`config.mk`:
```
export PLATFORM = sky130hd
export DESIGN_NAME = card_data_fifo
export DESIGN_NICKNAME = d
export VERILOG_FILES = /design/src/rtl/card_fifo_pkg.sv /design/src/rtl/card_fifo_store.sv /design/src/rtl/card_fifo_ctl.sv /design/src/rtl/card_data_fifo.sv
export SDC_FILE = /design/constraint.sdc
export NUM_CORES = 1
export LEC_CHECK = 0
export BUFFER_PORTS_ARGS = -buffer_cell sky130_fd_sc_hd__buf_2
export CORE_UTILIZATION = 60
export CTS_CLUSTER_SIZE = 10
export DETAILED_ROUTE_END_ITERATION = 8
export GPL_TIMING_DRIVEN = 0
export PLACE_DENSITY = 0.79
export SLEW_MARGIN = 20
export SYNTH_ARGS = -nofsm -noshare
export SYNTH_HDL_FRONTEND = slang
export SYNTH_SLANG_ARGS = --single-unit
```
`constraint.sdc`:
```
create_clock -name clk -period 5 [get_ports clk]
set_input_delay 0.5 -clock clk [delete_from_list [all_inputs] [get_ports clk]]
set_output_delay 0.5 -clock clk [all_outputs]
set_load 0.02 [all_outputs]
```
`src/rtl/card_fifo_pkg.sv`:
```
package card_fifo_pkg;
  localparam int WORD_W = 16;
  localparam int BYTE_W = 8;

  // Strobes from control to the storage datapath
  typedef struct packed {
    logic              flush;
    logic              push;
    logic              pop;
    logic [WORD_W-1:0] pushData;
  } fifoStrobe_t;
endpackage

```
`src/rtl/card_fifo_store.sv`:
```
module card_fifo_store
  import card_fifo_pkg::*;
#(
  parameter int DEPTH = 32,
  localparam int AW = $clog2(DEPTH)
) (
  input  logic              clk,
  input  logic              rstN,
  input  fifoStrobe_t       st,
  output logic [AW:0]       count,
  output logic [WORD_W-1:0] headWord,
  output logic              full,
  output logic              empty
);
  logic [WORD_W-1:0] mem [DEPTH];
  logic [AW-1:0]     wrIdx;
  logic [AW-1:0]     rdIdx;

  assign full     = (count == (AW+1)'(DEPTH));
  assign empty    = (count == '0);
  assign headWord = mem[rdIdx];

  always_ff @(posedge clk or negedge rstN) begin
    if (!rstN) begin
      wrIdx <= '0;
      rdIdx <= '0;
      count <= '0;
    end else if (st.flush) begin
      wrIdx <= '0;
      rdIdx <= '0;
      count <= '0;
    end else begin
      if (st.push) wrIdx <= wrIdx + 1'b1;
      if (st.pop)  rdIdx <= rdIdx + 1'b1;
      case ({st.push, st.pop})
        2'b10:   count <= count + 1'b1;
        2'b01:   count <= count - 1'b1;
        default: count <= count;
      endcase
    end
  end

  // Storage array, cleared at reset so an empty read is defined
  always_ff @(posedge clk or negedge rstN) begin
    if (!rstN) begin
      for (int i = 0; i < DEPTH; i++) mem[i] <= '0;
    end else if (st.push && !st.flush) begin
      mem[wrIdx] <= st.pushData;
    end
  end

  // occupancy never exceeds the depth
  a_r1_count_bound: assert property (@(posedge clk) disable iff (!rstN)
    count <= (AW+1)'(DEPTH));

  // control never pushes into a full store without a pop
  a_r2_no_overflow: assert property (@(posedge clk) disable iff (!rstN)
    (full && !st.pop && !st.flush) |-> !st.push);

  // control never pops an empty store
  a_r2_no_underflow: assert property (@(posedge clk) disable iff (!rstN)
    (empty && !st.flush) |-> !st.pop);
endmodule

```
`src/rtl/card_fifo_ctl.sv`:
```
module card_fifo_ctl
  import card_fifo_pkg::*;
#(
  parameter int DEPTH = 32,
  parameter int LEN_W = 11,
  localparam int AW = $clog2(DEPTH)
) (
  input  logic              clk,
  input  logic              rstN,
  input  logic              startXfer,
  input  logic              startDir,
  input  logic [LEN_W-1:0]  blkLenCfg,
  input  logic [LEN_W-1:0]  blkCntCfg,
  input  logic [AW-1:0]     afLevel,
  input  logic [AW-1:0]     aeLevel,
  input  logic              rxDmaEn,
  input  logic              txDmaEn,
  input  logic              doneClr,
  input  logic              busPush,
  input  logic [WORD_W-1:0] busWData,
  input  logic              busPop,
  input  logic              cardRxValid,
  input  logic [BYTE_W-1:0] cardRxByte,
  output logic              cardRxReady,
  output logic              cardTxValid,
  output logic [BYTE_W-1:0] cardTxByte,
  input  logic              cardTxReady,
  output logic              rxDmaReq,
  output logic              txDmaReq,
  output logic              statDone,
  output logic              statAlmostFull,
  output logic              statAlmostEmpty,
  output logic              xferEnd,
  input  logic [AW:0]       count,
  input  logic [WORD_W-1:0] headWord,
  input  logic              full,
  input  logic              empty,
  output fifoStrobe_t       st
);
  localparam int CW = LEN_W + 1;

  logic              active;
  logic              dirRx;
  logic [CW-1:0]     byteCnt;
  logic [CW-1:0]     blkCnt;
  logic [CW-1:0]     byteReload;
  logic [CW-1:0]     blkReload;
  logic              rxHasLow;
  logic [BYTE_W-1:0] rxLowByte;
  logic              txHigh;

  logic rxGo, txGo, rxAcc, txAcc, byteStep;
  logic lastOfBlock, lastBlock;
  logic cardPushW, txPopW, busPushOk, busPopOk;
  logic idleEmpty, rxCond, txCond;

  assign rxGo = active && dirRx;
  assign txGo = active && !dirRx;

  // Receive side: stall only at a word boundary
  assign cardRxReady = rxGo && (rxHasLow || (count <= {1'b0, afLevel}));
  assign rxAcc       = cardRxValid && cardRxReady;

  // Transmit side: low half first, then high half
  assign cardTxValid = txGo && !empty;
  assign cardTxByte  = txHigh ? headWord[WORD_W-1:BYTE_W] : headWord[BYTE_W-1:0];
  assign txAcc       = cardTxValid && cardTxReady;

  assign byteStep    = rxAcc || txAcc;
  assign lastOfBlock = (byteCnt == CW'(1));
  assign lastBlock   = (blkCnt == CW'(1));

  assign cardPushW = rxAcc && (rxHasLow || lastOfBlock);
  assign txPopW    = txAcc && (txHigh || lastOfBlock);
  assign busPushOk = busPush && !rxGo && !full;
  assign busPopOk  = busPop && !txGo && !empty;

  always_comb begin
    st.flush = startXfer;
    st.push  = cardPushW || busPushOk;
    st.pop   = txPopW || busPopOk;
    if (cardPushW)
      st.pushData = rxHasLow ? {cardRxByte, rxLowByte} : {{BYTE_W{1'b0}}, cardRxByte};
    else
      st.pushData = busWData;
  end

  // Byte and block counting
  always_ff @(posedge clk or negedge rstN) begin
    if (!rstN) begin
      active     <= 1'b0;
      dirRx      <= 1'b0;
      byteCnt    <= '0;
      blkCnt     <= '0;
      byteReload <= '0;
      blkReload  <= '0;
      rxHasLow   <= 1'b0;
      rxLowByte  <= '0;
      txHigh     <= 1'b0;
      xferEnd    <= 1'b0;
    end else begin
      xferEnd <= 1'b0;
      if (startXfer) begin
        active     <= 1'b1;
        dirRx      <= startDir;
        byteCnt    <= {1'b0, blkLenCfg} + 1'b1;
        blkCnt     <= {1'b0, blkCntCfg} + 1'b1;
        byteReload <= {1'b0, blkLenCfg} + 1'b1;
        blkReload  <= {1'b0, blkCntCfg} + 1'b1;
        rxHasLow   <= 1'b0;
        txHigh     <= 1'b0;
      end else if (byteStep) begin
        if (rxAcc && !rxHasLow) rxLowByte <= cardRxByte;
        if (lastOfBlock) begin
          byteCnt  <= byteReload;
          rxHasLow <= 1'b0;
          txHigh   <= 1'b0;
          if (lastBlock) begin
            blkCnt  <= blkReload;
            active  <= 1'b0;
            xferEnd <= 1'b1;
          end else begin
            blkCnt <= blkCnt - 1'b1;
          end
        end else begin
          byteCnt <= byteCnt - 1'b1;
          if (rxAcc) rxHasLow <= !rxHasLow;
          if (txAcc) txHigh   <= !txHigh;
        end
      end
    end
  end

  // Sticky done bit, set wins over clear
  always_ff @(posedge clk or negedge rstN) begin
    if (!rstN)                             statDone <= 1'b0;
    else if (byteStep && lastOfBlock && lastBlock && !startXfer) statDone <= 1'b1;
    else if (doneClr)                      statDone <= 1'b0;
  end

  // Threshold evaluation, registered
  assign idleEmpty = !active && empty;
  assign rxCond    = dirRx && (count > {1'b0, afLevel});
  assign txCond    = !dirRx && (count < {1'b0, aeLevel});

  always_ff @(posedge clk or negedge rstN) begin
    if (!rstN) begin
      rxDmaReq        <= 1'b0;
      txDmaReq        <= 1'b0;
      statAlmostFull  <= 1'b0;
      statAlmostEmpty <= 1'b0;
    end else if (idleEmpty) begin
      rxDmaReq        <= 1'b0;
      txDmaReq        <= 1'b0;
      statAlmostFull  <= 1'b0;
      statAlmostEmpty <= 1'b0;
    end else begin
      rxDmaReq        <= rxCond && rxDmaEn;
      statAlmostFull  <= rxCond && !rxDmaEn;
      txDmaReq        <= txCond && txDmaEn;
      statAlmostEmpty <= txCond && !txDmaEn;
    end
  end

  // the end pulse coincides with the done bit
  a_r5_end_sets_done: assert property (@(posedge clk) disable iff (!rstN)
    xferEnd |-> statDone);

  // receive request and receive flag never both high
  a_r7_rx_exclusive: assert property (@(posedge clk) disable iff (!rstN)
    !(rxDmaReq && statAlmostFull));

  // transmit request and transmit flag never both high
  a_r8_tx_exclusive: assert property (@(posedge clk) disable iff (!rstN)
    !(txDmaReq && statAlmostEmpty));

  // idle and empty leaves no request or flag one cycle later
  a_r9_idle_clear: assert property (@(posedge clk) disable iff (!rstN)
    (!active && empty) |=> !(rxDmaReq || txDmaReq || statAlmostFull || statAlmostEmpty));

  // an offered byte holds until the card takes it
  a_r4_tx_hold: assert property (@(posedge clk) disable iff (!rstN)
    (cardTxValid && !cardTxReady && !startXfer) |=> (cardTxValid && $stable(cardTxByte)));
endmodule

```
`src/rtl/card_data_fifo.sv`:
```
module card_data_fifo
  import card_fifo_pkg::*;
#(
  parameter int DEPTH = 32,
  parameter int LEN_W = 11,
  localparam int AW = $clog2(DEPTH)
) (
  input  logic              clk,
  input  logic              rstN,
  input  logic              startXfer,
  input  logic              startDir,
  input  logic [LEN_W-1:0]  blkLenCfg,
  input  logic [LEN_W-1:0]  blkCntCfg,
  input  logic [AW-1:0]     afLevel,
  input  logic [AW-1:0]     aeLevel,
  input  logic              rxDmaEn,
  input  logic              txDmaEn,
  input  logic              doneClr,
  input  logic              busPush,
  input  logic [WORD_W-1:0] busWData,
  input  logic              busPop,
  output logic [WORD_W-1:0] busRData,
  input  logic              cardRxValid,
  input  logic [BYTE_W-1:0] cardRxByte,
  output logic              cardRxReady,
  output logic              cardTxValid,
  output logic [BYTE_W-1:0] cardTxByte,
  input  logic              cardTxReady,
  output logic              rxDmaReq,
  output logic              txDmaReq,
  output logic              statDone,
  output logic              statAlmostFull,
  output logic              statAlmostEmpty,
  output logic              xferEnd
);
  fifoStrobe_t       st;
  logic [AW:0]       count;
  logic [WORD_W-1:0] headWord;
  logic              full;
  logic              empty;

  assign busRData = headWord;

  card_fifo_ctl #(.DEPTH(DEPTH), .LEN_W(LEN_W)) u_ctl (
    .clk(clk), .rstN(rstN),
    .startXfer(startXfer), .startDir(startDir),
    .blkLenCfg(blkLenCfg), .blkCntCfg(blkCntCfg),
    .afLevel(afLevel), .aeLevel(aeLevel),
    .rxDmaEn(rxDmaEn), .txDmaEn(txDmaEn), .doneClr(doneClr),
    .busPush(busPush), .busWData(busWData), .busPop(busPop),
    .cardRxValid(cardRxValid), .cardRxByte(cardRxByte), .cardRxReady(cardRxReady),
    .cardTxValid(cardTxValid), .cardTxByte(cardTxByte), .cardTxReady(cardTxReady),
    .rxDmaReq(rxDmaReq), .txDmaReq(txDmaReq), .statDone(statDone),
    .statAlmostFull(statAlmostFull), .statAlmostEmpty(statAlmostEmpty),
    .xferEnd(xferEnd),
    .count(count), .headWord(headWord), .full(full), .empty(empty),
    .st(st)
  );

  card_fifo_store #(.DEPTH(DEPTH)) u_store (
    .clk(clk), .rstN(rstN), .st(st),
    .count(count), .headWord(headWord), .full(full), .empty(empty)
  );
endmodule

```
==> summary.txt, run 1 <==
Floorplanning
  • Initial core utilization: ~61%
  • Row count: 77
  • Die Area: 46400 um2
  • Placeable Area: about 45000 um2
  • Num ports: 99
  • Die X: roughly 220 um
  • Die H: about 220 um

Routing
  • Drt first pass iters: 6
  • Post-Route WL: a little under 90 mm
  • Antenna Nets Post-Route: 0
  • Routed wire per std cell: 26.03 um
  • Via Count: around 22000
  • DRC violations left: 0
  • Initial DRC count: around 3000
  • Via-to-Cell Ratio: 6.690

CTS
  • # H-tree levels: 3
  • Max clock buf depth: 3
  • Clock latency on the worst-skew pair: around 0.61 ns
  • CTS tree: yes
  • Clock root buffer: clkbuf_16
  • Resized cells post-CTS: 0
  • # hold bufs at CTS: 1
  • Post-CTS setup buffer count: 0
  • Clock Pin Slew Worst Setup and Hold Paths: approximately 0.06 ns
  • TritonCTS buffer count: 70
  • CTS sink cnt: slightly below 600

Synth
  • Seq cells post-synth: just under 600
  • Cells after Synth: around 2500
  • Synth warn: 0
  • Largest area contributor in the netlist: dfrtp_1
  • Post-synth EDFFs: 0
  • Ys async rst share: 100.0%
  • Post-synthesis net count: approximately 2600
  • Synth area leaders: dfrtp_1 54%, mux4_2 13%, o21ai_0 9.7%, nand2_1 7.6%, clkbuf_1 1.9%
  • Syn avg cell area: 10.76 um2
  • Most frequent cell after synthesis: dfrtp_1
  • Synth top cells by count: 594 x dfrtp_1, 556 x nand2_1, 529 x o21ai_0, 160 x mux4_2, 139 x clkbuf_1
  • Sequential fraction of the synthesis area: between 50% and 60%
  • Area share of the leading cell type in the synthesized netlist: 54.40%
  • Prevailing post-synth register cell: dfrtp_1
  • Synth unique cells: 68
  • Cell Area, Synth: about 27000 um2

Worst setup path
  • Critical path data required time: between 4 and 5 ns
  • Worst Setup SP: u_store.rdIdx[1]
  • Worst setup SP type: register
  • Max stage delay cell, worst path: buf_1
  • Worst path cell trace: clkbuf_1 > buf_1 > mux4_2 > mux4_2 > mux2_2 > mux2_2 > buf_2
  • Worst setup EP type: output port
  • Crit Path Category: reg2out
  • Max stage delay on crit path: 0.87 ns
  • Worst-path fanout max: 10
  • CP arrival: between 4 and 5 ns
  • Worst R2R Start: u_store.count[1]

GRT
  • Largest net degree at the start of global routing: between 100 and 150
  • Initial antenna violation count: 4
  • Met1 Use GR: 50.13%
  • Most used routing layer: met2
  • GRT overflow: 0
  • Met2 Use GR: a little under three fifths
  • First-pass GRT wire length: 132.8 mm
  • Number of global-route vias before repair: between 20000 and 25000
  • GR Util met3: 13.32%
  • Total track usage: around two fifths

STA
  • Peak Freq: around 210 MHz
  • Final hold vios: 0
  • Clock Skew: 0.01814 ns
  • Fin crit share: a little over nine tenths
  • Unrepaired setup endpoints after global routing: false
  • Setup_tns: 0 ns
  • Fin. max-slew vios: 0
  • Worst rel slew slack: 13.97%
  • Worst slew pin tran: between 1 and 1.5 ns
  • # setup viols final: 0
  • Min Tclk post-route: between 4 and 5 ns

Place
  • Number of port buffers: a little under 100
  • Placed cell count: ~3200
  • Placer's final routability congestion estimate: around 1.1
  • Hpwl dp: between 60 and 70 mm

Finish
  • Area grow syn2layout: 12.22%
  • Post-layout util: 68.74%
  • Sequential cell area: approximately 15000 um2
  • Share of post-route cells with drive strength above 1: approximately 17%
  • Total Nets Final: between 2000 and 3000
  • Fillers: 3138
  • Area of the multi-input gates: between 10000 and 15000 um2
  • Final Non-Filler Cells: 3324

Power
  • Peak supply drop: around 0.00034 V
  • Final Power: between 10 and 15 mW
  • PwrDens: about 420 nW/um2
  • Leakage: about 13 nW

Worst hold path
  • Min-delay src: txDmaEn
  • Worst Hold Class: in2reg

Run status
  • Status: completed

Job
  • Max-cap viol count: 0
## layer usage
layer / vias to the layer above / share of wire, %
met1: 11090 / 36
li1: 9230 / -
met5: - / 0.11
met2: 1543 / 44
met3: 365 / 13
met4: 6 / 7.3
## worst paths after layout
kind	to	depth (start not counted)	slack [ns]
min in group asynchronous	u_store.mem[116]	2	0.44
max reg2reg	u_store.mem[217]	10	1.15
min reg2reg	u_store.mem[2]	2	0.47
max in group asynchronous	u_ctl.statAlmostFull	4	3.33
max	cardTxByte[1]	7	0.32
min	u_ctl.statAlmostEmpty	2	0.06
## cells by family after synthesis
logic type                 count (synthesis)  synth area share [%]
and+or+nand+nor                          760                 11.54
adders and majority gates                 23                 1.053
muxes                                    208                 15.11
buffers and inverters                    255                 3.920
DFF                                      594                 54.40
AOI/OAI and AO/OA                        666                 12.92
xor gates and xnor gates                  33                 1.058
## where the power goes
group	internal, mW	total, mW	switching, mW
clock	2.61	4.53	1.92
sequential	5.11	5.34	0.231
combinational	1.15	3.16	2.01
## registers in the layout, indices dropped and copies added (netlist names), 5 cells and up
| signal | flops |
|---|---|
| u_ctl.byteReload | 12 |
| u_ctl.rxLowByte | 8 |
| u_ctl.blkCnt | 12 |
| u_ctl.blkReload | 12 |
| u_store.wrIdx | 5 |
| u_store.mem | 512 |
| u_ctl.byteCnt | 12 |
| u_store.count | 6 |
| u_store.rdIdx | 5 |
## per-stage QoR
stage	hold WS, ns	cell area [um2]	setup WS (ns)
final	0.05863	30660	0.3158
after global routing	0.06285	30660	0.3457
after CTS	0.04893	30660	0.5059
after detailed placement	0.4625	28730	1.164
after global placement	0.4559	28550	-8.120
after floorplan	0.2044	27320	1.633
## cells in the final DEF (no fill, tap or decap), drive strengths merged, types with 4 or more instances in the layout
| cell type | instances |
|---|---|
| nor3b | 4 |
| xnor2 | 16 |
| dfrtp | 594 |
| buf | 138 |
| nor2 | 82 |
| a211oi | 11 |
| o221ai | 4 |
| nor3 | 18 |
| mux4 | 160 |
| clkbuf | 266 |
| ha | 23 |
| and3 | 7 |
| a21oi | 51 |
| nand2b | 7 |
| mux2i | 13 |
| a31oi | 6 |
| inv | 40 |
| or3 | 4 |
| o21ai | 549 |
| o22ai | 4 |
| nand3 | 56 |
| mux2 | 35 |
| nand2 | 556 |
| o21a | 5 |
| xor2 | 17 |
| a22oi | 8 |
| o31ai | 4 |
| nand4 | 9 |
## worst max-delay path: cells and delay by family, from the launching register on
kind / cells / cell delay (ns)
buffers and inverters: 3 / 1.39
flip-flops: 1 / 0.42
multiplexers: 4 / 1.75
## area by class of cell
class                   instances  area share (%)
flip-flops and latches        594           48.48
inverters                      37          0.4529
clock inverters                 5          0.1551
multi-input cells            1690           37.15
well taps                     592           2.416
repair buffers                105           2.203
diodes                          1        0.008161
clock buffers                  82           6.096
plain buffers                 218           3.040
No activity file was read; power rests on OpenSTA's default activity.
==> run 2: changes to the inputs <==
--- a/config.mk
+++ b/config.mk
@@ -10,8 +10,9 @@
 export CTS_CLUSTER_SIZE = 10
 export DETAILED_ROUTE_END_ITERATION = 8
 export GPL_TIMING_DRIVEN = 0
-export PLACE_DENSITY = 0.79
+export PLACE_DENSITY = 0.78
 export SLEW_MARGIN = 20
 export SYNTH_ARGS = -nofsm -noshare
 export SYNTH_HDL_FRONTEND = slang
+export SYNTH_HIERARCHICAL = 1
 export SYNTH_SLANG_ARGS = --single-unit
==> summary.txt, run 2 <==
Synth
  • Most frequent cell after synthesis: dfrtp_1
  • Ys async rst share: between 90% and 100%
  • Synth top cells by count: 594 x dfrtp_1, 544 x mux2_2, 137 x mux2i_1, 91 x clkbuf_1, 73 x nor2_1
  • Seq cells post-synth: a little under 600
  • Post-synth EDFFs: 0
  • Area share of the leading cell type in the synthesized netlist: between 50% and 60%
  • Sequential fraction of the synthesis area: 51.48%
  • Synth unique cells: 74
  • Cell Area, Synth: 28880 um2
  • Syn avg cell area: between 10 and 15 um2
  • Synth area leaders: dfrtp_1 51%, mux2_2 21%, mux4_2 5.0%, mux2i_1 4.7%, a22oi_1 1.7%
  • Synth warn: 6
  • Largest area contributor in the netlist: dfrtp_1
  • Cells after Synth: 2175
  • Post-synthesis net count: ~2300
  • Prevailing post-synth register cell: dfrtp_1

Worst setup path
  • Worst setup SP type: register
  • Worst-path fanout max: 11
  • Crit Path Category: reg2reg
  • CP arrival: 5.08 ns
  • Worst setup EP type: register
  • Critical path data required time: approximately 5.5 ns

Floorplanning
  • Row count: 80
  • Initial core utilization: between 60 and 70%
  • Die H: 221.4 um
  • Die X: around 220 um
  • Num ports: 99
  • Die Area: 49010 um2
  • Placeable Area: 47650 um2

CTS
  • Clock root buffer: clkbuf_16
  • Max clock buf depth: 3
  • CTS tree: yes
  • TritonCTS buffer count: 70
  • Clock Pin Slew Worst Setup and Hold Paths: approximately 0.06 ns
  • # H-tree levels: 3
  • Clock latency on the worst-skew pair: 0.60 ns
  • CTS sink cnt: just under 600
  • Resized cells post-CTS: 0

Finish
  • Total Nets Final: between 2000 and 2500
  • Post-layout util: 67.78%
  • Fillers: roughly 3300
  • Commonest non-fill, non-tap cell in the layout: dfrtp_1
  • Area of the multi-input gates: 13010 um2
  • Sequential cell area: roughly 15000 um2
  • Area grow syn2layout: 11.84%
  • Most frequent cells in the layout: 594 x dfrtp_1, 544 x mux2_2, 137 x mux2i_1
  • Largest reg by FF count: u_store/mem
  • Max reg flops: a little over 500
  • Share of post-route cells with drive strength above 1: approximately 39%

Run status
  • Status: completed

Job
  • Max-cap viol count: 0

GRT
  • Initial antenna violation count: 0
  • Total track usage: 33.91%
  • First-pass GRT wire length: roughly 120 mm
  • GRT overflow: 0
  • Largest net degree at the start of global routing: about 110
  • Number of global-route vias before repair: 20160

Routing
  • Routed wire per std cell: between 20 and 30 um
  • Post-Route WL: around 80 mm
  • Via-to-Cell Ratio: roughly 6.5
  • Drt first pass iters: 7
  • DRC violations left: 0
  • Antenna Nets Post-Route: 0
  • Initial DRC count: 1858
  • Via Count: roughly 19000

STA
  • Min Tclk post-route: 4.617 ns
  • Clock Skew: just under 0.02 ns
  • Fin crit share: slightly above 90%
  • Worst rel slew slack: 25.01%
  • Worst slew pin tran: approximately 1.1 ns
  • # setup viols final: 0
  • Fin. max-slew vios: 0
  • Final hold vios: 0
  • Peak Freq: roughly 220 MHz
  • Unrepaired setup endpoints after global routing: false

Power
  • Leakage: roughly 15 nW
  • PwrDens: 410.2 nW/um2
  • Peak supply drop: approximately 0.00028 V
  • Final Power: 13.25 mW

Place
  • Placer's final routability congestion estimate: around 0.94
  • Hpwl dp: 56.87 mm
  • Number of port buffers: 97

Worst hold path
  • Worst Hold Class: in2reg
run 2: changes by cell type after synthesis, moves of 48 or more:
cell      change
clkbuf_1     -48
mux2i_1     +124
mux2_2      +510
a22oi_1      +57
mux4_2       -96
o21ai_0     -505
nand2_1     -510
run 2: kinds of logic after synthesis:
logic type	after synthesis	share of synthesized area, %
buf+inv	202	3.484
mux	751	31.19
xor+xnor	37	1.122
fa+ha+maj	23	0.9966
flops	594	51.48
simple gates	343	6.487
compound gates	225	5.247
run 2: timing repair:
item	CTS	global route
setup buffers	0	2
hold buffers	1	0
endpoints found under the setup margin	0	1
hold endpoints to repair	44	0
run 2: through the flow:
step	setup WS (ns)	area, um2	hold slack (ns)	instances	setup TNS, ns
2_1_floorplan	1.132	28880	0.2044	2175	0
3_3_place_gp	-8.144	30130	0.4601	2887	-4791.06
3_5_place_dp	0.3484	30310	0.4330	2893	0
4_1_cts	0.4426	32280	0.06639	2981	0
5_1_grt	0.09546	32290	0.1004	2983	0
6_report	0.3828	32300	0.08032	2984	0
run 2: cell type report:
type,instances,area share [%]
Clock buffer,82,5.858
Buffer,174,2.793
Antenna cell,1,0.007748
Multi-Input combinational cell,1379,40.27
Inverter,28,0.3254
Clock inverter,5,0.2131
Timing Repair Buffer,106,2.123
Tap cell,615,2.383
Sequential cell,594,46.03
run 2: path summary, 6_finish.rpt:
kind | startpoint | to | slack, ns | cells after the start
worst max-delay path | u_store/count[4] | u_store/count[4] | 0.38 | 17
worst min-delay path | txDmaEn | u_ctl/statAlmostEmpty | 0.08 | 2
worst max register to register | u_store/count[4] | u_store/count[4] | 0.38 | 17
worst min register to register | u_ctl/blkReload[2] | u_ctl/blkReload[2] | 0.48 | 1
max in group asynchronous | rstN | u_store/mem[200] | 3.23 | 4
min in group asynchronous | rstN | u_ctl/byteReload[7] | 0.41 | 2
run 2: where the power goes:
group / switching [mW] / total (mW) / leakage, nW / internal (mW)
Sequential: 0.246 / 5.39 / 8.09 / 5.15
Clock: 1.86 / 4.55 / 0.961 / 2.69
Combinational: 2.04 / 3.30 / 6.11 / 1.26
run 2: metal layers:
metal	vias to the layer above	wire [um]	track usage (%)
li1	8267	-	-
met1	10180	33490	45.34
met2	755	37250	52.22
met3	197	5588	6.799
met4	0	4696	18.97
met5	-	0	0
run 2: worst max-delay path: stages, from the launching register on:
cell	delay, ns
dfrtp_1	0.47
ha_1	0.35
and4b_1	0.22
and3_1	0.22
a311oi_2	0.56
nor2_1	0.21
o21ai_2	0.26
buf_2	0.35
nand2_1	0.09
buf_4	0.18
nor2b_1	0.11
buf_2	0.22
xor2_1	0.09
ha_1	0.22
or2_2	0.28
a21oi_1	0.16
o21bai_1	0.10
o311ai_0	0.37
